$ cat src/rtl/bwd_pkg.sv
package bwd_pkg;

    localparam int REG_W = 64;
    localparam int DEC_SHIFT = 14;

    // Register indices (byte offset >> 3)
    localparam int IX_W0_BASE = 0;
    localparam int IX_W0_MASK = 1;
    localparam int IX_W1_BASE = 2;
    localparam int IX_W1_MASK = 3;
    localparam int IX_RW_BASE = 4;
    localparam int IX_ENABLE  = 5;

    // Enable bit positions
    localparam int EN_W0 = 63;
    localparam int EN_W1 = 62;
    localparam int EN_RW = 61;

    // Bits retained on write
    localparam logic [REG_W-1:0] KEEP_MMIO = 64'hFFFF_FFFF_C000_0000;
    localparam logic [REG_W-1:0] KEEP_RWIN = 64'hFFFF_FFFF_FC00_0000;
    localparam logic [REG_W-1:0] KEEP_EN   = 64'hF800_0000_0000_0000;

    localparam logic [REG_W-1:0] RWIN_SIZE = 64'h1000;

    typedef struct packed {
        logic [REG_W-1:0] w0_base;
        logic [REG_W-1:0] w0_mask;
        logic [REG_W-1:0] w1_base;
        logic [REG_W-1:0] w1_mask;
        logic [REG_W-1:0] rw_base;
        logic [REG_W-1:0] enable;
    } bank_t;

    typedef struct packed {
        bank_t            bank;
        logic             rd_valid;
        logic [REG_W-1:0] rd_data;
        logic             err;
        logic             map_upd;
    } state_t;

endpackage

$ cat src/rtl/bwd_regbank.sv
module bwd_regbank
    import bwd_pkg::*;
#(
    parameter int OFF_W  = 9,
    parameter int CHIP_W = 3,
    parameter int UNIT_W = 3
) (
    input  logic              clk,
    input  logic              rst_n,
    input  logic [CHIP_W-1:0] chip_id_i,
    input  logic [UNIT_W-1:0] unit_id_i,
    input  logic              req_valid_i,
    input  logic              req_write_i,
    input  logic [OFF_W-1:0]  req_off_i,
    input  logic [3:0]        req_size_i,
    input  logic [REG_W-1:0]  req_wdata_i,
    output bank_t             bank_o,
    output logic              rd_valid_o,
    output logic [REG_W-1:0]  rd_data_o,
    output logic              err_o,
    output logic              map_upd_o
);

    localparam int IDX_W = OFF_W - 3;
    localparam logic [IDX_W-1:0] IW0B = IDX_W'(IX_W0_BASE);
    localparam logic [IDX_W-1:0] IW0M = IDX_W'(IX_W0_MASK);
    localparam logic [IDX_W-1:0] IW1B = IDX_W'(IX_W1_BASE);
    localparam logic [IDX_W-1:0] IW1M = IDX_W'(IX_W1_MASK);
    localparam logic [IDX_W-1:0] IRWB = IDX_W'(IX_RW_BASE);
    localparam logic [IDX_W-1:0] IENA = IDX_W'(IX_ENABLE);

    state_t st_d, st_q;
    state_t st_rst;
    logic [IDX_W-1:0] idx;
    logic             mmio_live;
    logic [REG_W-1:0] chip_w, unit_w;
    logic             unused_off_lsb;

    assign idx            = req_off_i[OFF_W-1:3];
    assign unused_off_lsb = ^req_off_i[2:0];
    assign chip_w         = REG_W'(chip_id_i);
    assign unit_w         = REG_W'(unit_id_i);

    // Reset defaults from the identity inputs
    always_comb begin
        st_rst              = '0;
        st_rst.bank.w0_base = (64'h3D00000000000 + 64'h4000000000 * chip_w
                               + 64'h1000000000 * unit_w) << DEC_SHIFT;
        st_rst.bank.w0_mask = 64'h3FFF000000000 << DEC_SHIFT;
        st_rst.bank.w1_base = (64'h3FF8000000000 + 64'h0200000000 * chip_w
                               + 64'h0080000000 * unit_w) << DEC_SHIFT;
        st_rst.bank.w1_mask = 64'h3FFFF80000000 << DEC_SHIFT;
        st_rst.bank.rw_base = (64'h3FFFE40000000 + 64'h0000400000 * chip_w
                               + 64'h0000100000 * unit_w) << DEC_SHIFT;
        st_rst.bank.enable  = '0;
    end

    // Next-state computation
    always_comb begin
        st_d          = st_q;
        st_d.rd_valid = 1'b0;
        st_d.err      = 1'b0;
        st_d.map_upd  = 1'b0;
        mmio_live     = st_q.bank.enable[EN_W0] | st_q.bank.enable[EN_W1];
        if (req_valid_i) begin
            if (req_size_i != 4'd8) begin
                st_d.err = 1'b1;
            end else if (req_write_i) begin
                case (idx)
                    IW0B: begin
                        st_d.bank.w0_base = req_wdata_i & KEEP_MMIO;
                        st_d.err          = mmio_live;
                    end
                    IW0M: begin
                        st_d.bank.w0_mask = req_wdata_i & KEEP_MMIO;
                        st_d.err          = mmio_live;
                    end
                    IW1B: begin
                        st_d.bank.w1_base = req_wdata_i & KEEP_MMIO;
                        st_d.err          = mmio_live;
                    end
                    IW1M: begin
                        st_d.bank.w1_mask = req_wdata_i & KEEP_MMIO;
                        st_d.err          = mmio_live;
                    end
                    IRWB: begin
                        st_d.bank.rw_base = req_wdata_i & KEEP_RWIN;
                        st_d.err          = st_q.bank.enable[EN_RW];
                    end
                    IENA: begin
                        st_d.bank.enable = req_wdata_i & KEEP_EN;
                        st_d.map_upd     = 1'b1;
                    end
                    default: st_d.err = 1'b1;
                endcase
            end else begin
                st_d.rd_valid = 1'b1;
                case (idx)
                    IW0B:    st_d.rd_data = st_q.bank.w0_base;
                    IW0M:    st_d.rd_data = st_q.bank.w0_mask;
                    IW1B:    st_d.rd_data = st_q.bank.w1_base;
                    IW1M:    st_d.rd_data = st_q.bank.w1_mask;
                    IRWB:    st_d.rd_data = st_q.bank.rw_base;
                    IENA:    st_d.rd_data = st_q.bank.enable;
                    default: st_d.rd_data = '0;
                endcase
            end
        end
    end

    always_ff @(posedge clk) begin
        if (!rst_n) begin
            st_q <= st_rst;
        end else begin
            st_q <= st_d;
        end
    end

    assign bank_o     = st_q.bank;
    assign rd_valid_o = st_q.rd_valid;
    assign rd_data_o  = st_q.rd_data;
    assign err_o      = st_q.err;
    assign map_upd_o  = st_q.map_upd;

endmodule

$ cat src/rtl/bwd_window.sv
module bwd_window
    import bwd_pkg::*;
#(
    parameter int               SHIFT      = 14,
    parameter bit               FIXED      = 1'b0,
    parameter logic [REG_W-1:0] FIXED_SIZE = 64'h1000
) (
    input  logic [REG_W-1:0] base_reg_i,
    input  logic [REG_W-1:0] mask_reg_i,
    input  logic             enable_i,
    input  logic [REG_W-1:0] addr_i,
    output logic [REG_W-1:0] base_o,
    output logic [REG_W-1:0] size_o,
    output logic             hit_o
);

    logic [REG_W:0] limit;

    assign base_o = base_reg_i >> SHIFT;

    generate
        if (FIXED) begin : g_fixed
            logic unused_mask;
            assign unused_mask = ^mask_reg_i;
            assign size_o      = FIXED_SIZE;
        end else begin : g_masked
            assign size_o = ((~mask_reg_i) >> SHIFT) + 64'd1;
        end
    endgenerate

    assign limit = {1'b0, base_o} + {1'b0, size_o};
    assign hit_o = enable_i && (addr_i >= base_o) && ({1'b0, addr_i} < limit);

endmodule

$ cat src/rtl/bar_window_decoder.sv
module bar_window_decoder
    import bwd_pkg::*;
#(
    parameter int OFF_W  = 9,
    parameter int CHIP_W = 3,
    parameter int UNIT_W = 3
) (
    input  logic                  clk,
    input  logic                  rst_n,
    input  logic [CHIP_W-1:0]     chip_id_i,
    input  logic [UNIT_W-1:0]     unit_id_i,
    input  logic                  req_valid_i,
    input  logic                  req_write_i,
    input  logic [OFF_W-1:0]      req_off_i,
    input  logic [3:0]            req_size_i,
    input  logic [63:0]           req_wdata_i,
    output logic                  rd_valid_o,
    output logic [63:0]           rd_data_o,
    output logic                  err_o,
    output logic                  map_upd_o,
    input  logic [63:0]           sys_addr_i,
    output logic [2:0][63:0]      win_base_o,
    output logic [2:0][63:0]      win_size_o,
    output logic [2:0]            win_hit_o
);

    localparam int N_WIN = 3;

    bank_t                        bank;
    logic [N_WIN-1:0][REG_W-1:0]  base_vec;
    logic [N_WIN-1:0][REG_W-1:0]  mask_vec;
    logic [N_WIN-1:0]             en_vec;
    logic [REG_W-1:0]             en_q;

    bwd_regbank #(
        .OFF_W  (OFF_W),
        .CHIP_W (CHIP_W),
        .UNIT_W (UNIT_W)
    ) regbank_i (
        .clk         (clk),
        .rst_n       (rst_n),
        .chip_id_i   (chip_id_i),
        .unit_id_i   (unit_id_i),
        .req_valid_i (req_valid_i),
        .req_write_i (req_write_i),
        .req_off_i   (req_off_i),
        .req_size_i  (req_size_i),
        .req_wdata_i (req_wdata_i),
        .bank_o      (bank),
        .rd_valid_o  (rd_valid_o),
        .rd_data_o   (rd_data_o),
        .err_o       (err_o),
        .map_upd_o   (map_upd_o)
    );

    assign en_q = bank.enable;

    always_comb begin
        base_vec[0] = bank.w0_base;
        base_vec[1] = bank.w1_base;
        base_vec[2] = bank.rw_base;
        mask_vec[0] = bank.w0_mask;
        mask_vec[1] = bank.w1_mask;
        mask_vec[2] = '0;
        en_vec[0]   = bank.enable[EN_W0];
        en_vec[1]   = bank.enable[EN_W1];
        en_vec[2]   = bank.enable[EN_RW];
    end

    generate
        for (genvar i = 0; i < N_WIN; i++) begin : g_win
            bwd_window #(
                .SHIFT      (DEC_SHIFT),
                .FIXED      (i == N_WIN - 1),
                .FIXED_SIZE (RWIN_SIZE)
            ) win_i (
                .base_reg_i (base_vec[i]),
                .mask_reg_i (mask_vec[i]),
                .enable_i   (en_vec[i]),
                .addr_i     (sys_addr_i),
                .base_o     (win_base_o[i]),
                .size_o     (win_size_o[i]),
                .hit_o      (win_hit_o[i])
            );
        end
    endgenerate

endmodule

$ cat config.mk
export PLATFORM = sky130hd
export DESIGN_NAME = bar_window_decoder
export DESIGN_NICKNAME = d
export VERILOG_FILES = /design/src/rtl/bwd_pkg.sv /design/src/rtl/bwd_regbank.sv /design/src/rtl/bwd_window.sv /design/src/rtl/bar_window_decoder.sv
export SDC_FILE = /design/constraint.sdc
export NUM_CORES = 1
export LEC_CHECK = 0
export BUFFER_PORTS_ARGS = -buffer_cell sky130_fd_sc_hd__buf_4
export CAP_MARGIN = 20
export CORE_MARGIN = 2
export CORE_UTILIZATION = 35
export CTS_BUF_LIST = sky130_fd_sc_hd__clkbuf_8
export DETAILED_ROUTE_END_ITERATION = 6
export PLACE_DENSITY_LB_ADDON = 0.12
export SLEW_MARGIN = 0
export SYNTH_ARGS = -nofsm -noshare
export SYNTH_HDL_FRONTEND = slang
export SYNTH_SLANG_ARGS = --single-unit
export TNS_END_PERCENT = 5
$ cat constraint.sdc
create_clock -name clk -period 17 [get_ports clk]
set_input_delay 0.85 -clock clk [delete_from_list [all_inputs] [get_ports clk]]
set_output_delay 0.85 -clock clk [all_outputs]
set_load 0.005 [all_outputs]
[Word-level counts from Yosys, hierarchy flattened]
Cells that the tools add are included.
Cells by class
  muxes and demuxes: 17
  bitwise operators: 7
  reductions and logical operators: 18
  equality and inequality tests: 12
  order comparisons: 6
  $add $sub $neg: 11
Operators with widths (number)
  $mux 451: 2
  $mux 449: 1
  $mux 384: 1
  $mux 64: 6
  $pmux 64 s6: 1
  $lt 64x65->1: 3
  $ge 64x50->1: 3
  $add 50x64->65: 2
  $not 64->64: 2
  $add 50x1->51 const B: 2
  $mux 65: 1
  $add 50x13->51 const B: 1
  $add 50x23->50: 1
  $add 50x25->50 const A: 1
  $add 50x34->50: 1
  $add 50x36->50 const A: 1
  $add 50x39->50: 1
  $add 50x41->50 const A: 1
  $reduce_and 4->1: 6
  $eq 6x2->1 const B: 2
  $eq 6x3->1 const B: 2
  $ne 2x1->1 const B: 5
  $reduce_or 4->1: 2
  $eq 6x1->1 const B: 1
  other kinds (12): 22
Word-level totals
  input bits: 151
  output and inout port bits: 454
  logic and storage cells: 81
  register bits after elaboration: 290

[Depth between registers and ports, before layout]
  word-level depth: 7
  mapped depth: 27
  gate-level depth less buffers: 26

[Hierarchy]
Synthesis repeated with hierarchy kept, for this count alone.
Unflattened totals
  cell total of the unflattened synthesis: 3403
  area, all modules: 28413.5 sq um
Modules (own cells, without submodules)
  bwd_regbank: sequential area each 5485.3 sq um, area an instance 11215.8 sq um, instances 1, cells an instance 1048
  bwd_window at g_win[1].win_i: sequential area each 0.0 sq um, area an instance 6755.2 sq um, instances 1, cells an instance 925
  bwd_window at g_win[0].win_i: sequential area each 0.0 sq um, area an instance 6660.1 sq um, instances 1, cells an instance 922
  bwd_window at g_win[2].win_i: sequential area each 0.0 sq um, area an instance 3778.6 sq um, instances 1, cells an instance 507
  bar_window_decoder: sequential area each 0.0 sq um, area an instance 3.8 sq um, instances 1, cells an instance 1

[Worst setup path before layout]
No wires, ideal clock.
  path type: reg2out
  start point: register regbank_i.st_q (netlist bit regbank_i.bank_o[291])
  end point: output port win_hit_o[0]
  buffers on the path: 3
  path slack: 10942 ps
  required time: 16150 ps
  stages on the path, launching flop included: 26
  data arrival time: 5208 ps
  cell sequence: dfxtp_1 > clkbuf_1 > nor4_1 > nand3_1 > or3_1 > clkbuf_1 > nor4_1 > xnor2_1 > ha_1 > and2_1 > and3_1 > a221o_1 > a21o_1 > a31oi_1 > o21ai_1 > a221oi_1 > xor2_1 > ha_1 > a21o_1 > a21oi_1 > nor2b_1 > a211oi_1 > a21oi_1 > a2111oi_0 > o211a_1 > buf_4
RTL lines
  start, declared: line bwd_regbank.sv:32  | state_t st_d, st_q;
  start signal, assigned: line bwd_regbank.sv:113  | st_q <= st_rst;
  start signal, assigned: line bwd_regbank.sv:115  | st_q <= st_d;
  end, declared: line bar_window_decoder.sv:24  | output logic [2:0] win_hit_o

[Worst setup path in the final report]
  start point: register regbank_i.st_q (netlist bit regbank_i.bank_o[160])
  end point: output port win_hit_o[1]
On the way
  word-level cells in the longest chain between the ends: 5
RTL lines
  $not 64->64: line bwd_window.sv:27  | assign size_o = ((~mask_reg_i) >> SHIFT) + 64'd1;
  $add 50x1->51: line bwd_window.sv:27
  $add 50x64->65: line bwd_window.sv:31  | assign limit = {1'b0, base_o} + {1'b0, size_o};
  $lt 64x65->1: line bwd_window.sv:32  | assign hit_o = enable_i && (addr_i >= base_o) && ({1'b0, addr_i} < limit);
  $logic_and 1x1->1: line bwd_window.sv:32
No other way between the ends.

==> summary.txt <==
Run status
  – Outcome: complete, no violations

STA
  – Final cycle utilization of the critical path: 47.8%
  – Worst-Margin Slew: 1.00 ns
  – Fmax: 0.123 GHz
  – Clk_skew: 0.0161 ns
  – Slew Limit Headroom: 32.0%
  – Final Slew Violations: 0
  – Fin Setup TNS: 0 ns
  – Final min period: 8.12 ns
  – Fin. Hold Viols: 0
  – Count of final setup violators: 0
  – RSZ-0062 raised after global routing: no

GRT
  – Gr usage total: 26.1%
  – GRT Residual Overflow: 0
  – Vias in the first global route: 18.1k
  – Initial antenna violation count: 8
  – Global-route wire length before repair: 124000 µm
  – Largest net degree at the start of global routing: 72

Setup path
  – CP endpoint kind: output pin
  – Crit Path Max Fanout: 6
  – Arr. time, crit path: 7.27 ns
  – Critical path class: reg2out
  – CP required: 16.15 ns
  – Worst r2r path cells: 4
  – CP Launch Type: register

Clock network
  – CTS root buffer: clkbuf_8
  – Clk buf depth: 3
  – Max H-tree Level: 2
  – Clock tree sinks: 221
  – Inserted Clock Buffers: 40
  – Setup Fix Bufs, Post-CTS: 0
  – Hold Buf Count CTS: 0
  – Cts repair resizes: 0
  – Clock insertion delay at the later pin of the skew report: 0.56 ns
  – Clock transition at path regs: 0.06 ns
  – TritonCTS clock tree: done

Finish
  – Register area: 5490 µm²
  – Share of layout cells above drive strength 1: 16.9%
  – Fin nets: 3204
  – Non-filler instance count after layout: 3629
  – Fillers: 6341
  – Multi-input gate area: 14000 µm²
  – Synth-to-layout area growth: 11.7%

Floorplan
  – Die X: 254 µm
  – Die ar.: 64700 µm²
  – Initial Utilization: 35.5%
  – Core Area: 61800 µm²
  – Die H: 254 µm
  – FP Rows: 91
  – Boundary Pins: 605

Yosys
  – Adder-Cell Fraction of Synth Area: 16.9%
  – Xor-xnor portion of the synthesized cell area: 6.39%
  – Mapped Cells: 2559
  – Synth Area in Compound Gates: 15.3%
  – Top post-synthesis cells by area: ha_1, edfxtp_1, buf_4
  – Post-Synth Simple-Gate Area: 17.2%
  – Yosys synthesis warning count: 0
  – Register bit total from synthesis: 221
  – Synth unique cells: 75
  – EDFF count, synth: 106
  – Async SR Flop Fraction: 0%
  – Largest area contributor in the netlist: ha_1
  – Mapped cell area: 21900 µm²
  – Area fraction of the dominant cell type after synthesis: 16.8%
  – Post-synthesis mux area share: 3.72%
  – Main flop type after synthesis: dfxtp_1
  – Main combinational cell family by area after synthesis: simple AND/OR/NAND/NOR gates
  – Seq/Total Area, Yosys: 25.0%
  – Mean Syn Cell Area: 8.58 µm²

Route
  – Starting DRT DRC Count: 1368
  – WL final: 87600 µm
  – First-pass iteration count of the detailed router: 6
  – Total vias in the final route: 19.0k
  – Drc violations: 0
  – WL/cell: 24.1 µm
  – Final ANT Viol Nets: 0
  – Vias per std cell: 5.24

Min path
  – Min-delay worst type: reg2reg
  – Worst hold stages: 2

Flow run
  – Max_cap viols: 0

Pwr
  – Sw frac: 31.6%
  – Int Power: 1010 µW
  – Leak: 0.0116 µW
  – Pwr Density: 60.1 nW/µm²
  – Power share of the clock group: 36.1%
  – Sequential power share: 42.0%
  – Comb pwr share: 21.8%
  – Switching power: 466 µW
  – VDD IR max: 0.0583 mV

Placement
  – Final GP Congestion: 0.906
  – Placed insts: 3552
  – Post-detailed-placement half-perimeter wirelength: 70600 µm
  – Port Buffers: 341
==> per-layer routing <==
metal / GRT usage [%] / part of all wire, % / vias up
met5: 0 / 0.053 / -
met4: 7.28 / 2.7 / 8
met3: 5.91 / 8.3 / 115
met2: 42.0 / 46 / 766
met1: 35.1 / 43 / 9196
li1: - / - / 8932
==> worst max-delay path, cell delays in order, from the launching register on <==
cell and delay (ns):
dfxtp_1 0.37, nor3_1 0.77, nand2_1 0.30, nor4_1 0.32
xnor2_1 0.22, ha_1 0.39, and2_1 0.20, and3_1 0.25
nand2_1 0.09, o22ai_2 0.26, a21oi_1 0.17, o31a_1 0.36
or4_1 0.56, o21ai_1 0.20, xnor2_1 0.14, ha_1 0.27
a21o_1 0.17, a21o_1 0.17, a21oi_1 0.17, nor2_1 0.08
a2111oi_0 0.63, o31ai_1 0.17, a211oi_1 0.26, buf_4 0.17
==> through the flow <==
step | utilization, % | total power [µW] | hold WS, ns | setup slack, ns | instance area (µm²)
after floorplan | - | 850 | 0.473 | 10.94 | 22800
after global placement | 38.3 | 943 | 0.487 | 9.60 | 23700
after detailed placement | 38.3 | 948 | 0.493 | 9.49 | 23700
after CTS | 39.6 | 1480 | 0.471 | 8.86 | 24500
after global routing | 39.6 | 1540 | 0.497 | 8.53 | 24500
final | 39.6 | 1470 | 0.498 | 8.88 | 24500
==> flip-flops by register name, summed over array words and instances, names as in the netlist <==
name	flops
regbank_i.bank_o	179
regbank_i.map_upd_o	1
regbank_i.rd_data_o	39
regbank_i.err_o	1
regbank_i.rd_valid_o	1
==> synth_stat cells (5+ instances only) <==
cell type  number
nand2_1       315
a21boi_0       37
nand3_1        64
o31ai_1         8
a22oi_1        33
nand2b_1       31
o211ai_1       10
o21ai_1         5
and2_1         39
nand4_1        56
a211oi_1       14
a31oi_1        11
xor2_1         50
o31a_1          5
buf_4         344
a21oi_1       123
nor2b_1        33
nor4_1         25
edfxtp_1      106
and3_1         31
o21bai_1        5
nor3_1         47
ha_1          294
a221oi_1        8
xnor2_1       110
inv_1         137
mux2i_1         7
a21o_1         98
clkbuf_1       69
mux4_2         32
or3_1           9
or4_1           6
nor2_1         85
o21a_1         19
dfxtp_1       115
o21ai_0       110
==> cell usage in the layout (no fill, tap or decap), types with 6 or more instances in the layout <==
master,n
a211oi_1,14
a21boi_0,37
a21o_1,98
a21oi_1,123
a221oi_1,8
a22oi_1,33
a31oi_1,11
and2_1,39
and3_1,30
buf_4,355
clkbuf_8,43
conb_1,222
dfxtp_1,115
edfxtp_1,106
ha_1,294
inv_1,154
mux2i_1,7
mux4_2,32
nand2_1,314
nand2b_1,31
nand3_1,64
nand4_1,56
nor2_1,84
nor2b_1,33
nor3_1,45
nor4_1,24
o211ai_1,10
o21a_1,19
o21ai_0,109
o31ai_1,6
or3_1,9
or4_1,6
xnor2_1,110
xor2_1,50
==> cell families (layout without fill, tap and decap cells) <==
family | after synthesis | count (layout)
adders and majority gates | 296 | 296
other | 2 | 226
and+or+nand+nor | 767 | 767
buffers and inverters | 556 | 565
xor gates and xnor gates | 160 | 160
DFF | 221 | 221
AOI/OAI and AO/OA | 517 | 517
muxes | 40 | 40
==> path summary, 6_finish.rpt <==
check	slack, ns	end	start
setup / recovery	8.88	win_hit_o[1]	regbank_i.bank_o[160]
hold / removal	0.50	regbank_i.rd_data_o[59]	regbank_i.rd_data_o[59]
setup reg to reg	15.14	regbank_i.rd_data_o[48]	regbank_i.bank_o[368]
hold reg to reg	0.50	regbank_i.rd_data_o[59]	regbank_i.rd_data_o[59]
==> power groups by stage <==
stage          sequential [µW]  clock [µW]  combinational (µW)
2_1_floorplan              604           0                 247
3_3_place_gp               630           0                 313
3_5_place_dp               629           0                 319
4_1_cts                    618         544                 321
5_1_grt                    621         563                 361
6_report                   620         532                 322
==> layout make-up <==
type                       count  share of cell area, %
antenna                        4                 0.0408
clock inverter                30                  0.944
timing repair buffer         355                   10.9
sequential                   221                   22.4
multi-input combinational   2002                   57.0
inverter                     137                   2.10
tap                          837                   4.27
clock buffer                  43                   2.41
(Power assumes the default switching activity.)
